===== src/rtl/dtu_pkg.sv =====
// Shared opcode encoding for the deadline timer unit.
// Assumes a 3-bit opcode field; codes 0 and 7 are no-operations.
package dtu_pkg;
    typedef enum logic [2:0] {
        OP_NONE   = 3'd0,
        OP_SET    = 3'd1,
        OP_WAIT   = 3'd2,
        OP_QUERY  = 3'd3,
        OP_ARM    = 3'd4,
        OP_DISARM = 3'd5,
        OP_EXACT  = 3'd6
    } dtu_op_e;
endpackage


===== src/rtl/dtu_timebase.sv =====
// Free-running cycle counter, cleared by reset.
// Assumes the width is large enough that wrap never occurs in service.
module dtu_timebase #(
    parameter int TIME_W = 64
) (
    input  logic              clk,
    input  logic              rst_n,
    output logic [TIME_W-1:0] now
);
    // Advance the time by one each cycle.
    always_ff @(posedge clk) begin
        if (!rst_n) now <= '0;
        else        now <= now + 1'b1;
    end
endmodule


===== src/rtl/dtu_deadline_bank.sv =====
// Bank of deadline registers with per-register reached flags and sticky
// miss flags. Assumes at most one load and one miss mark per cycle.
module dtu_deadline_bank #(
    parameter int TIME_W   = 64,
    parameter int NUM_REGS = 4,
    localparam int IDX_W   = (NUM_REGS > 1) ? $clog2(NUM_REGS) : 1
) (
    input  logic                clk,
    input  logic                rst_n,
    input  logic [TIME_W-1:0]   now,
    input  logic                load_en,
    input  logic [IDX_W-1:0]    load_idx,
    input  logic [TIME_W-1:0]   load_offset,
    input  logic                miss_en,
    input  logic [IDX_W-1:0]    miss_idx,
    output logic [NUM_REGS-1:0] reached,
    output logic [NUM_REGS-1:0] miss
);
    logic [TIME_W-1:0] deadline_q [NUM_REGS];

    for (genvar r = 0; r < NUM_REGS; r++) begin : g_reg
        // Hold one deadline, loaded relative to the current time.
        always_ff @(posedge clk) begin
            if (!rst_n)
                deadline_q[r] <= '0;
            else if (load_en && load_idx == IDX_W'(r))
                deadline_q[r] <= now + load_offset;
        end

        // Unsigned reached test: counter at or past the deadline.
        assign reached[r] = (now >= deadline_q[r]);

        // Sticky miss, set by a late exact command, cleared by a reload.
        always_ff @(posedge clk) begin
            if (!rst_n)
                miss[r] <= 1'b0;
            else if (load_en && load_idx == IDX_W'(r))
                miss[r] <= 1'b0;
            else if (miss_en && miss_idx == IDX_W'(r))
                miss[r] <= 1'b1;
        end
    end
endmodule


===== src/rtl/dtu_exc_slots.sv =====
// Exception slots: each binds to a deadline register, fires once in the
// first cycle that deadline is reached, and queues behind lower slots.
// Assumes at most one arm or disarm per cycle.
module dtu_exc_slots #(
    parameter int NUM_REGS  = 4,
    parameter int NUM_SLOTS = 4,
    localparam int REG_W    = (NUM_REGS > 1) ? $clog2(NUM_REGS) : 1,
    localparam int SLOT_W   = (NUM_SLOTS > 1) ? $clog2(NUM_SLOTS) : 1
) (
    input  logic                clk,
    input  logic                rst_n,
    input  logic [NUM_REGS-1:0] reached,
    input  logic                arm_en,
    input  logic                disarm_en,
    input  logic [SLOT_W-1:0]   slot_idx,
    input  logic [REG_W-1:0]    reg_idx,
    output logic                req_valid,
    output logic [SLOT_W-1:0]   req_slot
);
    logic [NUM_SLOTS-1:0] armed_q, pending_q, touch, hit, req, grant;
    logic [REG_W-1:0]     bind_q [NUM_SLOTS];

    for (genvar s = 0; s < NUM_SLOTS; s++) begin : g_slot
        // A command aimed at this slot overrides its expiry this cycle.
        assign touch[s] = (arm_en || disarm_en) && slot_idx == SLOT_W'(s);
        assign hit[s]   = armed_q[s] && reached[bind_q[s]] && !touch[s];
        assign req[s]   = (pending_q[s] || hit[s]) && !touch[s];

        // Slot state: binding, armed and pending bits.
        always_ff @(posedge clk) begin
            if (!rst_n) begin
                armed_q[s]   <= 1'b0;
                pending_q[s] <= 1'b0;
                bind_q[s]    <= '0;
            end else if (touch[s]) begin
                armed_q[s]   <= arm_en;
                pending_q[s] <= 1'b0;
                if (arm_en) bind_q[s] <= reg_idx;
            end else begin
                armed_q[s]   <= armed_q[s] && !hit[s];
                pending_q[s] <= req[s] && !grant[s];
            end
        end
    end

    // Fixed priority: lowest requesting slot wins.
    always_comb begin
        grant    = '0;
        req_slot = '0;
        for (int s = NUM_SLOTS - 1; s >= 0; s--) begin
            if (req[s]) begin
                grant    = '0;
                grant[s] = 1'b1;
                req_slot = SLOT_W'(s);
            end
        end
    end

    assign req_valid = |req;
endmodule


===== src/rtl/deadline_timer_unit.sv =====
// Top of the deadline timer unit: decodes commands, owns the wait state
// that drives stall, and answers branch queries. Assumes the pipeline
// holds commands back while stall is high; any it presents are dropped.
module deadline_timer_unit
    import dtu_pkg::*;
#(
    parameter int TIME_W    = 64,
    parameter int NUM_REGS  = 4,
    parameter int NUM_SLOTS = 4,
    localparam int REG_W    = (NUM_REGS > 1) ? $clog2(NUM_REGS) : 1,
    localparam int SLOT_W   = (NUM_SLOTS > 1) ? $clog2(NUM_SLOTS) : 1
) (
    input  logic                clk,
    input  logic                rst_n,
    input  logic                cmd_valid,
    input  logic [2:0]          cmd_op,
    input  logic [REG_W-1:0]    cmd_reg,
    input  logic [SLOT_W-1:0]   cmd_slot,
    input  logic [TIME_W-1:0]   cmd_offset,
    output logic [TIME_W-1:0]   time_now,
    output logic                stall,
    output logic                branch_taken,
    output logic                exc_valid,
    output logic [SLOT_W-1:0]   exc_slot,
    output logic [NUM_REGS-1:0] miss_flags
);
    dtu_op_e             op;
    logic                fire, is_wait, sel_reached;
    logic                wait_q;
    logic [REG_W-1:0]    wait_reg_q;
    logic [NUM_REGS-1:0] reached;

    assign op          = dtu_op_e'(cmd_op);
    assign fire        = cmd_valid && !stall;
    assign is_wait     = (op == OP_WAIT) || (op == OP_EXACT);
    assign sel_reached = reached[cmd_reg];

    dtu_timebase #(.TIME_W(TIME_W)) u_time (
        .clk (clk),
        .rst_n (rst_n),
        .now (time_now)
    );

    dtu_deadline_bank #(.TIME_W(TIME_W), .NUM_REGS(NUM_REGS)) u_bank (
        .clk         (clk),
        .rst_n       (rst_n),
        .now         (time_now),
        .load_en     (fire && op == OP_SET),
        .load_idx    (cmd_reg),
        .load_offset (cmd_offset),
        .miss_en     (fire && op == OP_EXACT && sel_reached),
        .miss_idx    (cmd_reg),
        .reached     (reached),
        .miss        (miss_flags)
    );

    dtu_exc_slots #(.NUM_REGS(NUM_REGS), .NUM_SLOTS(NUM_SLOTS)) u_slots (
        .clk       (clk),
        .rst_n     (rst_n),
        .reached   (reached),
        .arm_en    (fire && op == OP_ARM),
        .disarm_en (fire && op == OP_DISARM),
        .slot_idx  (cmd_slot),
        .reg_idx   (cmd_reg),
        .req_valid (exc_valid),
        .req_slot  (exc_slot)
    );

    // Wait state: entered by a wait or exact command whose deadline is ahead.
    always_ff @(posedge clk) begin
        if (!rst_n) begin
            wait_q     <= 1'b0;
            wait_reg_q <= '0;
        end else if (fire && is_wait && !sel_reached) begin
            wait_q     <= 1'b1;
            wait_reg_q <= cmd_reg;
        end else if (wait_q && reached[wait_reg_q]) begin
            wait_q     <= 1'b0;
        end
    end

    assign stall        = wait_q && !reached[wait_reg_q];
    assign branch_taken = fire && op == OP_QUERY && sel_reached;
endmodule


===== config.mk =====
export PLATFORM = sky130hd
export DESIGN_NAME = deadline_timer_unit
export DESIGN_NICKNAME = d
export VERILOG_FILES = /design/src/rtl/dtu_pkg.sv /design/src/rtl/dtu_timebase.sv /design/src/rtl/dtu_deadline_bank.sv /design/src/rtl/dtu_exc_slots.sv /design/src/rtl/deadline_timer_unit.sv
export SDC_FILE = /design/constraint.sdc
export NUM_CORES = 1
export LEC_CHECK = 0
export ABC_AREA = 1
export BUFFER_PORTS_ARGS = -buffer_cell sky130_fd_sc_hd__clkbuf_2
export CAP_MARGIN = 40
export CORE_MARGIN = 2
export CORE_UTILIZATION = 40
export CTS_CLUSTER_DIAMETER = 60
export DETAILED_ROUTE_END_ITERATION = 10
export PLACE_DENSITY = 0.62
export SETUP_SLACK_MARGIN = 0.15
export SLEW_MARGIN = 20
export SYNTH_ARGS = -nofsm -noshare
export SYNTH_HDL_FRONTEND = slang
export SYNTH_SLANG_ARGS = --single-unit

===== constraint.sdc =====
create_clock -name clk -period 4.3 [get_ports clk]
set_clock_uncertainty 0.05 [all_clocks]
set_input_delay 0.43 -clock clk [delete_from_list [all_inputs] [get_ports clk]]
set_output_delay 0.43 -clock clk [all_outputs]
set_load 0.02 [all_outputs]

==> metrics.txt, run 1 <==
# TYPE chip_impl_metric gauge
chip_impl_metric{name="place_hpwl",unit="µm"} 59400
chip_impl_metric{name="total_of_fill_cells_in_the_finished_design",unit=""} 5955
chip_impl_metric{name="ctsHtreeMaxLevel",unit=""} 2
chip_impl_metric{name="route.final.wire_length",unit="µm"} 76400
chip_impl_metric{name="netSwitchingPower",unit="mW"} 2.01
chip_impl_metric{name="cts-buffers-inserted",unit=""} 44
chip_impl_metric{name="finalNonFillerCells",unit=""} 4055
chip_impl_metric{name="postRouteAntennaNets",unit=""} 0
chip_impl_metric{name="cp_max_fo",unit=""} 10
chip_impl_metric{name="setup_slack",unit="ps"} 341
chip_impl_metric{name="synthArstFlopShare",unit="%"} 0
chip_impl_info{name="rsz0062_at_grt",value="no"} 1
chip_impl_metric{name="max-clock-path-buffers",unit=""} 3
chip_impl_metric{name="worst-endpoint-required",unit="ps"} 3820
chip_impl_metric{name="internal-power",unit="mW"} 6.02
chip_impl_info{name="synth_top_flop_cell",value="sky130_fd_sc_hd__edfxtp_1"} 1
chip_impl_metric{name="place_worst_setup_slack",unit="ps"} 393
chip_impl_metric{name="power.static_leakage",unit="nW"} 13.2
chip_impl_metric{name="final_cycle_share",unit="%"} 92.1
chip_impl_metric{name="yosys_register_bits",unit=""} 342
chip_impl_metric{name="final_core_util",unit="%"} 46.4
chip_impl_metric{name="p_total",unit="mW"} 8.02
chip_impl_metric{name="placed_area",unit="mm²"} 0.0263
chip_impl_metric{name="die_wd",unit="µm"} 251
chip_impl_metric{name="tightest_slew",unit="ps"} 748
chip_impl_metric{name="floorplan.die_area",unit="mm²"} 0.0628
chip_impl_info{name="min-delay-start",value="cmd_reg[1]"} 1
chip_impl_metric{name="largest_net_degree_at_the_start_of_global_routing",unit=""} 62
chip_impl_metric{name="synth_enable_flop_cells",unit=""} 264
chip_impl_metric{name="clk_transition_reported_paths",unit="ps"} 60
chip_impl_info{name="crit_path_end_kind",value="primary output"} 1
chip_impl_metric{name="first_global_vias",unit=""} 19815
chip_impl_metric{name="synth.avg_cell_area",unit="µm²"} 8.03
chip_impl_metric{name="fmaxAchievable",unit="MHz"} 253
chip_impl_metric{name="fp.coreArea",unit="mm²"} 0.0602
chip_impl_info{name="worstReg2RegStart",value="u_time.now[0]"} 1
chip_impl_info{name="crit_path_start_kind",value="register"} 1
chip_impl_metric{name="switching_share",unit="%"} 25.0
chip_impl_metric{name="layout-area-overhead-vs-synth",unit="%"} 14.9
chip_impl_metric{name="final_report_setup_violation_count",unit=""} 0
chip_impl_metric{name="synth_nets",unit=""} 3425
chip_impl_metric{name="via_per_inst",unit=""} 5.15
chip_impl_metric{name="final_nets",unit=""} 3634
chip_impl_metric{name="critPathArrivalTime",unit="ps"} 3480
chip_impl_info{name="worstSetupStartpoint",value="u_time.now[59]"} 1
chip_impl_metric{name="clk_latency",unit="ps"} 580
chip_impl_metric{name="post_synth_instance_area",unit="mm²"} 0.0243
chip_impl_metric{name="floorplan.rows",unit=""} 90
chip_impl_metric{name="route.detailed.wl_per_inst",unit="µm"} 18.8
chip_impl_metric{name="detailroute.via_count",unit=""} 20871
chip_impl_info{name="tritoncts",value="built"} 1
chip_impl_metric{name="track_usage",unit="%"} 24.0
chip_impl_metric{name="final_design_area_no_fill",unit="mm²"} 0.0280
chip_impl_metric{name="synth.yosys.warnings",unit=""} 0
chip_impl_metric{name="seq_power_share",unit="%"} 45.9
chip_impl_metric{name="p_comb_share",unit="%"} 8.2
chip_impl_info{name="clock_root_buffer",value="sky130_fd_sc_hd__clkbuf_16"} 1
chip_impl_metric{name="hold_slack",unit="ps"} 126
chip_impl_metric{name="power_frac_clock",unit="%"} 45.9
chip_impl_metric{name="irDropWorstVdd",unit="mV"} 0.226
chip_impl_metric{name="io_pins",unit=""} 147
chip_impl_metric{name="port_buffers",unit=""} 146
chip_impl_metric{name="grt_overflow_total",unit=""} 0
chip_impl_metric{name="final_worst_path_period_need",unit="ps"} 3960
chip_impl_metric{name="ys_seq_area_share",unit="%"} 39.0
chip_impl_info{name="worst-setup-path-type",value="register to primary output"} 1
chip_impl_metric{name="die_h",unit="µm"} 251
chip_impl_metric{name="tightest_slew_margin_relative_to_the_limit",unit="%"} 48.9
chip_impl_metric{name="grt_pass1_wl",unit="µm"} 115000
chip_impl_info{name="status",value="completed"} 1
chip_impl_metric{name="power.density",unit="mW/mm²"} 287
chip_impl_info{name="type_of_the_most_critical_hold_path",value="input port to register"} 1
chip_impl_metric{name="synthCells",unit=""} 3030
chip_impl_metric{name="detail_route.first_pass.iterations",unit=""} 8
chip_impl_metric{name="report.final.slew_viol_count",unit=""} 0
chip_impl_metric{name="timing.max_cap.violations",unit=""} 0
chip_impl_metric{name="antenna_found_initial",unit=""} 2
chip_impl_metric{name="routabilityCongestion",unit=""} 0.966
chip_impl_metric{name="antenna_cells",unit=""} 0
chip_impl_metric{name="initialDrtViolationCount",unit=""} 1769
chip_impl_metric{name="clock-sinks",unit=""} 342
chip_impl_metric{name="initial_utilization",unit="%"} 40.4
chip_impl_metric{name="placedCellCount",unit=""} 3967
chip_impl_metric{name="final_count_of_hold_timing_violations",unit=""} 0
chip_impl_metric{name="drc",unit=""} 0
chip_impl_metric{name="layout-drive-gt1-share",unit="%"} 12.2
chip_impl_metric{name="number_of_distinct_library_cells_after_synthesis",unit=""} 56
chip_impl_metric{name="fin_setup_tns",unit="ps"} 0
[power by group through the flow]
stage                     combinational [mW]  sequential, mW  clock [mW]
after floorplan                        0.392            3.75           0
final                                  0.655            3.68        3.69
after global placement                 0.639            3.75           0
after detailed placement               0.643            3.75           0
after CTS                              0.649            3.69        3.75
after global routing                   0.731            3.69        3.86
[worst max-delay path: stages, from the launching register on]
cell	delay (ps)
sky130_fd_sc_hd__dfxtp_2	480
sky130_fd_sc_hd__ha_1	300
sky130_fd_sc_hd__a21oi_1	150
sky130_fd_sc_hd__o21ai_0	110
sky130_fd_sc_hd__a21oi_1	360
sky130_fd_sc_hd__nand2_1	170
sky130_fd_sc_hd__a21oi_1	210
sky130_fd_sc_hd__nand2_1	190
sky130_fd_sc_hd__inv_1	140
sky130_fd_sc_hd__nand2_1	60
sky130_fd_sc_hd__o211ai_1	80
sky130_fd_sc_hd__nand2_1	90
sky130_fd_sc_hd__nand2_1	80
sky130_fd_sc_hd__nand2_1	60
sky130_fd_sc_hd__nand2_2	80
sky130_fd_sc_hd__nand2_1	60
sky130_fd_sc_hd__inv_1	60
sky130_fd_sc_hd__nand3_1	60
sky130_fd_sc_hd__clkbuf_2	160
[worst paths after layout]
| check | depth (start not counted) | slack (ps) | end |
|---|---|---|---|
| setup / recovery | 18 | 340 | exc_valid |
| hold reg to reg | 1 | 440 | u_time.now[0] |
| hold / removal | 3 | 130 | wait_reg_q[1] |
| setup reg to reg | 16 | 600 | u_bank.deadline_q[1][54] |
[cell type report]
cell class | count | area, µm² | area share (%)
clock buffer | 58 | 1250 | 4.46
clock inverter | 22 | 180 | 0.644
inverter | 527 | 1980 | 7.08
multi-input combinational | 2126 | 12800 | 45.6
sequential | 342 | 9550 | 34.1
tap | 782 | 978 | 3.50
timing repair buffer | 198 | 1280 | 4.59
[routing by layer]
layer	global-route usage [%]	wire [µm]	vias to the layer above
li1	-	-	10412
met1	31.7	33500	9684
met2	38.7	34400	639
met3	4.51	5320	136
met4	9.80	3130	0
met5	0	0	-
[cell usage after synthesis (7+ instances only)]
library cell | number | area share [%]
sky130_fd_sc_hd__nor2_1 | 555 | 8.6
sky130_fd_sc_hd__inv_1 | 521 | 8.0
sky130_fd_sc_hd__nand2_1 | 489 | 7.5
sky130_fd_sc_hd__ha_1 | 320 | 16
sky130_fd_sc_hd__edfxtp_1 | 264 | 33
sky130_fd_sc_hd__a21oi_1 | 250 | 5.1
sky130_fd_sc_hd__o21ai_0 | 103 | 2.1
sky130_fd_sc_hd__dfxtp_1 | 78 | 6.4
sky130_fd_sc_hd__nand3_1 | 63 | 1.3
sky130_fd_sc_hd__nor3_1 | 60 | 1.2
sky130_fd_sc_hd__xor2_1 | 40 | 1.4
sky130_fd_sc_hd__xnor2_1 | 37 | 1.3
sky130_fd_sc_hd__nand4_1 | 30 | 0.77
sky130_fd_sc_hd__a31oi_1 | 29 | 0.75
sky130_fd_sc_hd__buf_6 | 24 | 1.1
sky130_fd_sc_hd__o21a_1 | 19 | 0.59
sky130_fd_sc_hd__nor4_1 | 13 | 0.33
sky130_fd_sc_hd__nor2_4 | 12 | 0.56
sky130_fd_sc_hd__a21o_1 | 10 | 0.31
sky130_fd_sc_hd__and2_1 | 9 | 0.23
sky130_fd_sc_hd__clkbuf_1 | 9 | 0.14
sky130_fd_sc_hd__nand2_2 | 9 | 0.23
sky130_fd_sc_hd__nor3b_1 | 7 | 0.22
sky130_fd_sc_hd__o211ai_1 | 7 | 0.22
sky130_fd_sc_hd__o21ai_1 | 7 | 0.14
[state kept, by name, summed over array words and instances, names as in the netlist]
register and count:
u_slots.pending_q 3, u_bank.deadline_q 256, u_slots.armed_q 4, wait_q 1
wait_reg_q 2, u_bank.miss 4, u_time.now 64, u_slots.bind_q 8
[logic make-up after synthesis]
logic type / Yosys count / synth area share, %
compound gates: 447 / 9.98
xor+xnor: 77 / 2.77
fa+ha+maj: 321 / 16.5
buf+inv: 562 / 9.41
flops: 342 / 39.0
simple gates: 1281 / 22.3
[cells in the final DEF, fill, tap and decap left out, types with 4 or more instances in the layout]
cell type	n
sky130_fd_sc_hd__nor2_4	18
sky130_fd_sc_hd__nor3_1	59
sky130_fd_sc_hd__o21bai_1	4
sky130_fd_sc_hd__a21oi_1	244
sky130_fd_sc_hd__clkinv_1	5
sky130_fd_sc_hd__nor4_1	13
sky130_fd_sc_hd__nor2_1	544
sky130_fd_sc_hd__o21ai_1	8
sky130_fd_sc_hd__clkbuf_16	47
sky130_fd_sc_hd__and2_1	8
sky130_fd_sc_hd__dfxtp_1	33
sky130_fd_sc_hd__nor3b_1	7
sky130_fd_sc_hd__buf_4	39
sky130_fd_sc_hd__nor2_2	10
sky130_fd_sc_hd__dfxtp_2	43
sky130_fd_sc_hd__clkbuf_1	8
sky130_fd_sc_hd__a21o_1	10
sky130_fd_sc_hd__ha_1	320
sky130_fd_sc_hd__nand2_2	18
sky130_fd_sc_hd__nand2_4	7
sky130_fd_sc_hd__o21ai_0	102
sky130_fd_sc_hd__a221oi_1	4
sky130_fd_sc_hd__inv_1	520
sky130_fd_sc_hd__nand3_1	62
sky130_fd_sc_hd__xor2_1	40
sky130_fd_sc_hd__xnor2_1	37
sky130_fd_sc_hd__a31oi_1	29
sky130_fd_sc_hd__buf_12	13
sky130_fd_sc_hd__clkbuf_2	146
sky130_fd_sc_hd__a21oi_2	4
sky130_fd_sc_hd__o21a_1	19
sky130_fd_sc_hd__o211ai_1	7
sky130_fd_sc_hd__nand3_2	6
sky130_fd_sc_hd__clkinv_2	9
sky130_fd_sc_hd__nand2_1	476
sky130_fd_sc_hd__edfxtp_1	264
sky130_fd_sc_hd__inv_2	6
sky130_fd_sc_hd__nand4_1	30
[timing repair]
item | in CTS | in global routing
endpoints found under the setup margin | 4 | 4
pin swaps | 0 | 5
hold buffers | 0 | 0
buffers inserted | 0 | 8
resized for setup | 16 | 74
No activity file was read; power rests on OpenSTA's default activity.
==> run 2, diff against run 1 <==
--- a/config.mk
+++ b/config.mk
@@ -12,8 +12,9 @@
 export CORE_UTILIZATION = 40
 export CTS_CLUSTER_DIAMETER = 60
 export DETAILED_ROUTE_END_ITERATION = 10
-export PLACE_DENSITY = 0.62
+export PLACE_DENSITY = 0.59
 export SETUP_SLACK_MARGIN = 0.15
+export SKIP_LAST_GASP = 1
 export SLEW_MARGIN = 20
 export SYNTH_ARGS = -nofsm -noshare
 export SYNTH_HDL_FRONTEND = slang
==> run 2 against run 1 <==
Non-clock buffer count fell by 9. Largest cell class unchanged. Critical path type unchanged. Sequential power about the same. Critical endpoint is now branch_taken. Die area is the same. Sequential cell count did not move.
==> metrics.txt, run 2 (synthesis gave the netlist of run 1 again) <==
# TYPE chip_impl_metric gauge
chip_impl_metric{name="final_nets",unit=""} 3624
chip_impl_info{name="timing.critical_path.cells",value="ha_1 > nand2_1 > nor2_1 > nand2_1 > nor3_4 > and3_1 > nand2_1 > and2_2 > nand2_1 > o21ai_0 > or2_1 > nor3_2 > clkbuf_2"} 1
chip_impl_metric{name="grt_overflow_total",unit=""} 0
chip_impl_info{name="worstSetupStartpoint",value="u_time.now[59]"} 1
chip_impl_info{name="rsz0062_at_grt",value="yes"} 1
chip_impl_metric{name="die_h",unit="µm"} 251
chip_impl_metric{name="hold_slack",unit="ps"} 137
chip_impl_info{name="status",value="completed"} 1
chip_impl_metric{name="place_hpwl",unit="µm"} 59600
chip_impl_info{name="worst_r2r_endpoint",value="u_bank.deadline_q[3][40]"} 1
chip_impl_metric{name="clk_transition_reported_paths",unit="ps"} 60
chip_impl_info{name="type_of_the_most_critical_hold_path",value="input port to register"} 1
chip_impl_info{name="critical-path-slowest-cell",value="sky130_fd_sc_hd__dfxtp_2"} 1
chip_impl_metric{name="final_worst_path_period_need",unit="ps"} 3970
chip_impl_metric{name="fmaxAchievable",unit="MHz"} 252
chip_impl_metric{name="detail_route.first_pass.iterations",unit=""} 5
chip_impl_metric{name="final_report_setup_violation_count",unit=""} 0
chip_impl_metric{name="tightest_slew_margin_relative_to_the_limit",unit="%"} 50.6
chip_impl_metric{name="floorplan.die_area",unit="mm²"} 0.0628
chip_impl_metric{name="largest_net_degree_at_the_start_of_global_routing",unit=""} 66
chip_impl_metric{name="total_of_fill_cells_in_the_finished_design",unit=""} 6076
chip_impl_metric{name="cp_max_fo",unit=""} 10
chip_impl_metric{name="final_core_util",unit="%"} 46.4
chip_impl_metric{name="tightest_slew",unit="ps"} 734
chip_impl_metric{name="port_buffers",unit=""} 146
chip_impl_info{name="clock_root_buffer",value="sky130_fd_sc_hd__clkbuf_16"} 1
chip_impl_metric{name="power.density",unit="mW/mm²"} 297
chip_impl_info{name="most-common-layout-cells",value="546 x sky130_fd_sc_hd__nor2_1, 520 x sky130_fd_sc_hd__inv_1, 480 x sky130_fd_sc_hd__nand2_1"} 1
chip_impl_metric{name="antenna_found_initial",unit=""} 0
chip_impl_info{name="layout_commonest_cell",value="sky130_fd_sc_hd__nor2_1"} 1
chip_impl_metric{name="timing.critical_path.slowest_cell_delay",unit="ps"} 400
chip_impl_metric{name="largest_register_ff_count",unit=""} 256
chip_impl_metric{name="fin_setup_tns",unit="ps"} 0
chip_impl_metric{name="routabilityCongestion",unit=""} 0.956
chip_impl_metric{name="clock-sinks",unit=""} 342
chip_impl_metric{name="route.final.wire_length",unit="µm"} 77100
chip_impl_metric{name="io_pins",unit=""} 147
chip_impl_metric{name="initial_utilization",unit="%"} 40.4
chip_impl_metric{name="fp.coreArea",unit="mm²"} 0.0602
chip_impl_metric{name="setup.reg_to_reg.worst_slack",unit="ps"} 590
chip_impl_info{name="register_with_the_most_flip_flops",value="u_bank.deadline_q"} 1
chip_impl_metric{name="die_wd",unit="µm"} 251
chip_impl_metric{name="power.static_leakage",unit="nW"} 13.2
chip_impl_info{name="critical-path-top-cell-by-count",value="sky130_fd_sc_hd__nand2_1"} 1
chip_impl_info{name="min-delay-start",value="cmd_reg[0]"} 1
chip_impl_metric{name="clk_latency",unit="ps"} 590
chip_impl_metric{name="via_per_inst",unit=""} 5.13
chip_impl_metric{name="report.final.slew_viol_count",unit=""} 0
chip_impl_metric{name="final_cycle_share",unit="%"} 92.4
chip_impl_metric{name="setup_slack",unit="ps"} 327
chip_impl_metric{name="timing.max_cap.violations",unit=""} 0
chip_impl_metric{name="layout-area-overhead-vs-synth",unit="%"} 14.8
chip_impl_info{name="critical_path_endpoint",value="branch_taken"} 1
chip_impl_metric{name="floorplan.rows",unit=""} 90
chip_impl_metric{name="track_usage",unit="%"} 24.5
chip_impl_metric{name="critPathArrivalTime",unit="ps"} 3490
chip_impl_metric{name="detailroute.via_count",unit=""} 20759
chip_impl_metric{name="layout-drive-gt1-share",unit="%"} 11.8
chip_impl_metric{name="grt_pass1_wl",unit="µm"} 116000
chip_impl_metric{name="cts-buffers-inserted",unit=""} 43
chip_impl_info{name="crit_path_start_kind",value="register"} 1
chip_impl_metric{name="final_count_of_hold_timing_violations",unit=""} 0
chip_impl_metric{name="timing.hold.worst_path_depth",unit=""} 3
chip_impl_metric{name="irDropWorstVdd",unit="mV"} 0.216
chip_impl_metric{name="worst_r2r_path_depth",unit=""} 15
chip_impl_metric{name="ctsHtreeMaxLevel",unit=""} 2
chip_impl_metric{name="initialDrtViolationCount",unit=""} 1289
chip_impl_metric{name="worst-endpoint-required",unit="ps"} 3820
chip_impl_metric{name="antenna_cells",unit=""} 0
chip_impl_metric{name="place_worst_setup_slack",unit="ps"} 529
chip_impl_info{name="worstReg2RegStart",value="u_time.now[0]"} 1
chip_impl_metric{name="p_total",unit="mW"} 8.29
chip_impl_metric{name="first_global_vias",unit=""} 19873
chip_impl_metric{name="drc",unit=""} 0
chip_impl_metric{name="route.detailed.wl_per_inst",unit="µm"} 19.1
chip_impl_info{name="crit_path_end_kind",value="primary output"} 1
chip_impl_metric{name="ctsHoldBuffers",unit=""} 0
chip_impl_metric{name="postRouteAntennaNets",unit=""} 0
chip_impl_info{name="worst-setup-path-type",value="register to primary output"} 1
chip_impl_info{name="biggestRegsByFlops",value="u_bank.deadline_q: 256 flops, u_time.now: 64 flops, u_slots.bind_q: 8 flops"} 1
chip_impl_metric{name="max-clock-path-buffers",unit=""} 3
chip_impl_info{name="tritoncts",value="built"} 1
run 2: changes by cell type in the layout (fill, tap and decap cells not counted), sizes merged:
| cell | previous run | this run |
|---|---|---|
| bufinv | 2 | 8 |
| clkbuf | 204 | 199 |
| inv | 528 | 529 |
| clkinv | 17 | 15 |
| buf | 52 | 44 |
| clkinvlp | 2 | 1 |
run 2: worst min-delay path by stage:
stage                         endpoint  slack [ps]
global placement    u_slots.armed_q[0]         420
CTS                      wait_reg_q[0]         110
global route             wait_reg_q[0]         160
detailed placement  u_slots.armed_q[0]         430
floorplan           u_slots.armed_q[0]         410
finish                   wait_reg_q[0]         140
run 2: cell type report:
type	count	area (µm²)	share of cell area [%]
timing repair buffer	189	1190	4.25
tap	782	978	3.50
clock inverter	26	353	1.26
clock buffer	54	1190	4.25
inverter	527	1980	7.08
multi-input combinational	2126	12700	45.5
sequential	342	9550	34.2
run 2: where the power goes:
part,internal (mW),total (mW),leakage (nW),switching (mW)
Clock,2.45,3.96,0.757,1.51
Sequential,3.65,3.68,3.38,0.0346
Combinational,0.193,0.651,9.04,0.457
Total,6.29,8.29,13.2,2.00
run 2: what timing repair did:
action	CTS	global route
pin swaps	0	2
endpoints found under the setup margin	4	4
gates resized for setup	20	58
setup buffers	0	4
run 2: worst max-delay path, delay by kind of cell, from the launching register on:
family	cells	cell delay (ps)
simple gates	10	1890
flops	1	400
fa+ha+maj	1	330
buf+inv	1	210
compound gates	1	60
run 2: metrics by stage:
| stage | instance area [µm²] | cells |
|---|---|---|
| after CTS | 27800 | 4042 |
| after floorplan | 24300 | 3030 |
| after detailed placement | 26200 | 3962 |
| after global placement | 26200 | 3961 |
| after global routing | 27900 | 4046 |
| final | 27900 | 4046 |
run 2: metal layers:
layer / share of wire [%] / GRT usage [%]
met3: 5.4 / 3.01
met1: 46 / 33.4
met4: 3.7 / 9.38
met2: 45 / 39.7
met5: 0 / 0
